[src/rtl/sgs_pkg.sv]
package sgs_pkg;

    localparam int CHUNK_W  = 17;
    localparam int DESC_W   = 128;

    typedef enum logic [2:0] {
        ST_ACCEPT  = 3'd0,
        ST_SPLIT   = 3'd1,
        ST_FLUSH   = 3'd2,
        ST_DISCARD = 3'd3,
        ST_DONE    = 3'd4
    } sgs_state_e;

    function automatic logic [31:0] bswap32(input logic [31:0] w);
        return {w[7:0], w[15:8], w[23:16], w[31:24]};
    endfunction

endpackage

[src/rtl/sgs_chunk_calc.sv]
module sgs_chunk_calc #(
    parameter int LEN_W = 24
) (
    input  logic [15:0]                 addr_lo,
    input  logic [LEN_W-1:0]            rem,
    output logic [sgs_pkg::CHUNK_W-1:0] chunk,
    output logic                        seg_end
);
    localparam int CW = sgs_pkg::CHUNK_W;
    localparam int MW = (LEN_W > CW) ? LEN_W : CW;

    logic [CW-1:0] room;
    logic [MW-1:0] room_w;
    logic [MW-1:0] rem_w;

    always_comb begin
        room    = 17'h10000 - {1'b0, addr_lo};
        room_w  = MW'(room);
        rem_w   = MW'(rem);
        seg_end = (rem_w <= room_w);
        chunk   = seg_end ? CW'(rem_w) : room;
    end
endmodule

[src/rtl/sgs_desc_pack.sv]
module sgs_desc_pack (
    input  logic [31:0]                 addr,
    input  logic [sgs_pkg::CHUNK_W-1:0] len,
    input  logic                        eol,
    output logic [sgs_pkg::DESC_W-1:0]  desc
);
    logic [31:0] len_word;

    always_comb begin
        len_word = {eol, 14'd0, len};
        desc     = {32'd0, sgs_pkg::bswap32(addr), 32'd0, sgs_pkg::bswap32(len_word)};
    end
endmodule

[src/rtl/sgs_splitter.sv]
module sgs_splitter #(
    parameter int PAGE_BYTES = 4096,
    parameter int LEN_W      = 24,
    localparam int CAP       = PAGE_BYTES / 64,
    localparam int CNT_W     = $clog2(CAP + 1)
) (
    input  logic                       clk,
    input  logic                       rst_n,
    input  logic                       seg_valid,
    output logic                       seg_ready,
    input  logic [31:0]                seg_addr,
    input  logic [LEN_W-1:0]           seg_len,
    input  logic                       seg_last,
    output logic                       desc_valid,
    input  logic                       desc_ready,
    output logic [sgs_pkg::DESC_W-1:0] desc_data,
    output logic                       done,
    output logic [CNT_W-1:0]           done_count,
    output logic                       overflow
);
    import sgs_pkg::*;

    typedef struct packed {
        sgs_state_e          state;
        logic [31:0]         addr;
        logic [LEN_W-1:0]    rem;
        logic                last;
        logic                hold_vld;
        logic [31:0]         hold_addr;
        logic [CHUNK_W-1:0]  hold_len;
        logic [CNT_W-1:0]    cnt;
        logic                ovf;
    } regs_t;

    regs_t r_q, r_d;

    logic [CHUNK_W-1:0] chunk;
    logic               seg_end;
    logic               eol_flag;

    sgs_chunk_calc #(.LEN_W(LEN_W)) u_calc (
        .addr_lo (r_q.addr[15:0]),
        .rem     (r_q.rem),
        .chunk   (chunk),
        .seg_end (seg_end)
    );

    sgs_desc_pack u_pack (
        .addr (r_q.hold_addr),
        .len  (r_q.hold_len),
        .eol  (eol_flag),
        .desc (desc_data)
    );

    always_comb begin
        r_d        = r_q;
        seg_ready  = 1'b0;
        desc_valid = 1'b0;
        eol_flag   = 1'b0;
        done       = 1'b0;
        unique case (r_q.state)
            ST_ACCEPT: begin
                seg_ready = 1'b1;
                if (seg_valid) begin
                    r_d.addr = seg_addr;
                    r_d.rem  = seg_len;
                    r_d.last = seg_last;
                    if (seg_len != '0) begin
                        r_d.state = ST_SPLIT;
                    end else if (seg_last) begin
                        r_d.state = ST_FLUSH;
                    end
                end
            end
            ST_SPLIT: begin
                if (r_q.cnt == CNT_W'(CAP)) begin
                    r_d.ovf      = 1'b1;
                    r_d.hold_vld = 1'b0;
                    r_d.state    = r_q.last ? ST_DONE : ST_DISCARD;
                end else begin
                    desc_valid = r_q.hold_vld;
                    if (!r_q.hold_vld || desc_ready) begin
                        r_d.hold_vld  = 1'b1;
                        r_d.hold_addr = r_q.addr;
                        r_d.hold_len  = chunk;
                        r_d.cnt       = r_q.cnt + CNT_W'(1);
                        r_d.addr      = r_q.addr + 32'(chunk);
                        r_d.rem       = r_q.rem - LEN_W'(chunk);
                        if (seg_end) begin
                            r_d.state = r_q.last ? ST_FLUSH : ST_ACCEPT;
                        end
                    end
                end
            end
            ST_FLUSH: begin
                if (r_q.hold_vld) begin
                    desc_valid = 1'b1;
                    eol_flag   = 1'b1;
                    if (desc_ready) begin
                        r_d.hold_vld = 1'b0;
                        r_d.state    = ST_DONE;
                    end
                end else begin
                    r_d.state = ST_DONE;
                end
            end
            ST_DISCARD: begin
                seg_ready = 1'b1;
                if (seg_valid && seg_last) begin
                    r_d.state = ST_DONE;
                end
            end
            ST_DONE: begin
                done         = 1'b1;
                r_d.state    = ST_ACCEPT;
                r_d.cnt      = '0;
                r_d.ovf      = 1'b0;
                r_d.hold_vld = 1'b0;
            end
            default: r_d.state = ST_ACCEPT;
        endcase
    end

    assign done_count = (done && !r_q.ovf) ? r_q.cnt : '0;
    assign overflow   = done && r_q.ovf;

    always_ff @(posedge clk or negedge rst_n) begin
        if (!rst_n) begin
            r_q <= '0;
        end else begin
            r_q <= r_d;
        end
    end
endmodule

[config.mk]
export PLATFORM = sky130hd
export DESIGN_NAME = sgs_splitter
export DESIGN_NICKNAME = d
export VERILOG_FILES = /design/src/rtl/sgs_pkg.sv /design/src/rtl/sgs_chunk_calc.sv /design/src/rtl/sgs_desc_pack.sv /design/src/rtl/sgs_splitter.sv
export SDC_FILE = /design/constraint.sdc
export NUM_CORES = 1
export LEC_CHECK = 0
export ABC_CLOCK_PERIOD_IN_PS = 6400
export BUFFER_PORTS_ARGS = -buffer_cell sky130_fd_sc_hd__buf_2
export CELL_PAD_IN_SITES_DETAIL_PLACEMENT = 0
export CELL_PAD_IN_SITES_GLOBAL_PLACEMENT = 1
export CORE_MARGIN = 1.5
export CORE_UTILIZATION = 40
export DETAILED_ROUTE_END_ITERATION = 10
export PLACE_DENSITY_LB_ADDON = 0.1
export REMOVE_ABC_BUFFERS = 1
export SLEW_MARGIN = 15
export SYNTH_ARGS = -nofsm -noshare
export SYNTH_HDL_FRONTEND = slang
export SYNTH_HIERARCHICAL = 1
export SYNTH_SLANG_ARGS = --single-unit
[constraint.sdc]
create_clock -name clk -period 6.4 [get_ports clk]
set_input_delay 0.32 -clock clk [delete_from_list [all_inputs] [get_ports clk]]
set_output_delay 0.32 -clock clk [all_outputs]
set_load 0.02 [all_outputs]
==> results.md <==
* Final setup margin at 0.347 ns
* Cell Count, Final, Fillers Out at 1561
* H-Tree Depth at 4
* Max IR drop VDD at ~0.28 mV
* Core Region at between 0.02 and 0.025 mm2
* Register area share after synthesis at 31.1%
* Cts bufs inserted at 17
* Final setup viols at 0
* IO Pins at 200
* Die H at 157 um
* Num rows at between 50 and 60
* Total grt overflow at 0
* Placer Congestion at ~0.88
* Clk slew on worst S/H paths at ~0.060 ns
* Initial DRC Count at just under 400
* Status: finished, final reports clean
* Path type of the worst setup path: register to register
* Reg area at approximately 0.0030 mm2
* Fin crit period at around 6.1 ns
* Layout Nets at 1348
* Layout Skew at 0.0126 ns
* Area growth syn-to-layout at 10.3%
* Via count at 8101
* HPWL Detailed at about 19 mm
* CP required at roughly 6.7 ns
* Avg Inst Size Synth at 8.18 um2
* Worst skew pair latency at 0.42 ns
* Final ANT Viol Nets at 0
* Largest net degree at the start of global routing at 86
* DRT Wirelength at 26.5 mm
* Fin. Hold Viols at 0
* WL/cell at 17.0 um
* Bufs on Longest Clock Path at 2
* Synthesized instance count at 1161
* Slew HR at ~30%
* Power per Cell Area at about 660 mW/mm2
* RSZ-0062 raised after global routing: no
* Synth top area share at ~31%
* Achievable Freq at between 150 and 200 MHz
* Largest cells by area after synthesis: dfrtp_1, buf_4, ha_1
* Largest register FFs at 118
* Slew Limit Fails at 0
* Synth Register Bits at 118
* Area of the multi-input gates at between 0.005 and 0.006 mm2
* Yosys warns at 6
* Synth async-reset ratio at between 90% and 100%
* Vias in the first global route at slightly below 8000
* Top reg by flops: r_q
* Layout cell share with drive strength beyond 1 at 17.8%
* Synth cell count leaders: nand2_1, buf_4, dfrtp_1
* Most frequent cell after synthesis: nand2_1
* Total track usage at 22.2%
* HP Class: input pin to async pin
* DRT Pass-1 Iters at 5
* Max-cap viol count at 0
* Period Utilization, post-route at 94.6%
* Flop2flop setup slack at around 0.35 ns
* Fillers at between 2000 and 2500
* Diodes inserted at 0
* Mapped cell area at about 0.0095 mm2
* Final Hold Slack at between 0.08 and 0.09 ns
* Pre-CTS WS at around 0.09 ns
* Setup crit end kind: register
* CTS tree: yes
* Post-synth EDFFs at 0
* Clk sinks at between 100 and 150
* Placed cell count at ~1500
* Leak at about 0.0051 uW
* Worst R2R Start: r_q[89]
* Ys flop type: dfrtp_1
* Via density at between 5 and 6
* WP data arrival at 6.36 ns
* Setup crit start kind: register
* Clk root buf: clkbuf_16
* Die area at 0.0247 mm2
* Port bufs at ~120
* Library cells used by synthesis at between 80 and 90
* DRC violation count after routing at 0
* R2r endpoint: r_q[75]
* Initial Util at between 40% and 50%
* Largest registers: r_q x118
* Crit Path Max Fanout at 8
* Setup TNS at 0 ns
* Reg2Reg Depth at 20
* Tightest Pin Transition at around 1.1 ns
* Area leader, netlist: dfrtp_1
* Antenna violations before repair at 0
* Die W at approximately 160 um
* First-pass GRT wire length at roughly 42 mm
## worst max path at each step
| stage | from | endpoint | slack, ns | cells after the start |
|---|---|---|---|---|
| after floorplan | r_q[1] | r_q[71] | 0.04 | 8 |
| after global placement | r_q[88] | r_q[99] | 0.20 | 20 |
| after detailed placement | r_q[88] | r_q[104] | 0.09 | 20 |
| after CTS | r_q[88] | r_q[104] | 0.05 | 20 |
| after global routing | r_q[89] | r_q[104] | 0.02 | 21 |
| final | r_q[89] | r_q[75] | 0.35 | 20 |
## worst max-delay path: stages, from the launching register on
cell,delay (ns)
dfrtp_1,0.49
nor4_4,0.34
nand2b_1,0.15
or4_4,0.45
or4_4,0.43
ha_1,0.30
and3_1,0.18
a22o_1,0.22
a2111oi_2,0.45
o211ai_1,0.22
nand3_4,0.18
buf_4,0.22
mux2i_2,0.29
inv_1,0.11
ha_1,0.24
or4_4,0.51
o2bb2ai_2,0.15
a21oi_2,0.09
a2111oi_0,0.57
o21bai_1,0.12
a31o_1,0.23
## area by class of cell
class                      count  area share [%]
clock buffer                  20            4.17
clock inverter                12            1.22
timing repair buffer         153            8.09
inverter                      53            1.90
multi-input combinational    886            52.6
sequential                   118            28.2
tap                          319            3.81
## stage by stage
stage	cell area (um2)	total power (uW)	util (%)
floorplan	8600	4630	-
global placement	9870	5980	42.2
detailed placement	9870	5970	42.2
finish	10500	6960	44.8
CTS	10400	6960	44.6
global route	10500	7620	44.8
## kinds of logic (layout without fill, tap and decap cells)
logic type,after synthesis,count (layout),synth area share [%]
simple gates,430,430,21.7
compound gates,261,261,19.0
buf+inv,234,238,14.6
flops,118,118,31.1
fa+ha+maj,58,58,7.80
xor+xnor,36,36,3.32
mux,23,23,2.48
other cells,1,78,0.0395
## what timing repair did
| item | CTS | global route |
|---|---|---|
| resized for setup | 0 | 12 |
| setup buffers | 0 | 0 |
| hold buffers | 0 | 0 |
| setup endpoints to repair | 0 | 29 |
| endpoints found under the hold margin | 0 | 0 |
## cells in the final DEF (no fill, tap or decap), types with 5 or more instances in the layout
master and count:
clkbuf_16 17, nor3_1 24, a211oi_1 13, and3_1 17
nand3_1 43, o21ai_1 7, a31oi_1 18, buf_2 120
xor2_1 21, nor2_1 65, o21a_1 8, a21o_1 19
ha_1 54, a21oi_1 57, nand4_1 11, xnor2_1 15
or4_1 5, and2_1 7, o211a_1 5, dfrtp_1 118
conb_1 78, o211ai_1 18, nand3b_1 6, or2_2 5
or3_1 10, nand2_1 180, mux2i_1 17, nor4_1 15
inv_1 52, buf_4 33, nor2b_1 7, a221oi_1 5
nand2b_1 8, o21ai_0 50
## layer usage
layer / wire [um] / global-route usage (%) / vias to the layer above
met5: 0 / 0 / -
met4: 359 / 6.15 / 0
met3: 1060 / 3.30 / 23
met2: 11900 / 35.6 / 199
met1: 13100 / 31.2 / 3818
li1: - / - / 4061
## where the power goes
part | leakage, uW | switching, uW | total (uW) | internal (uW)
Sequential | 0.00147 | 364 | 1460 | 1090
Combinational | 0.00336 | 2780 | 4560 | 1790
Clock | 0.000267 | 369 | 940 | 572
(Power assumes the default switching activity.)
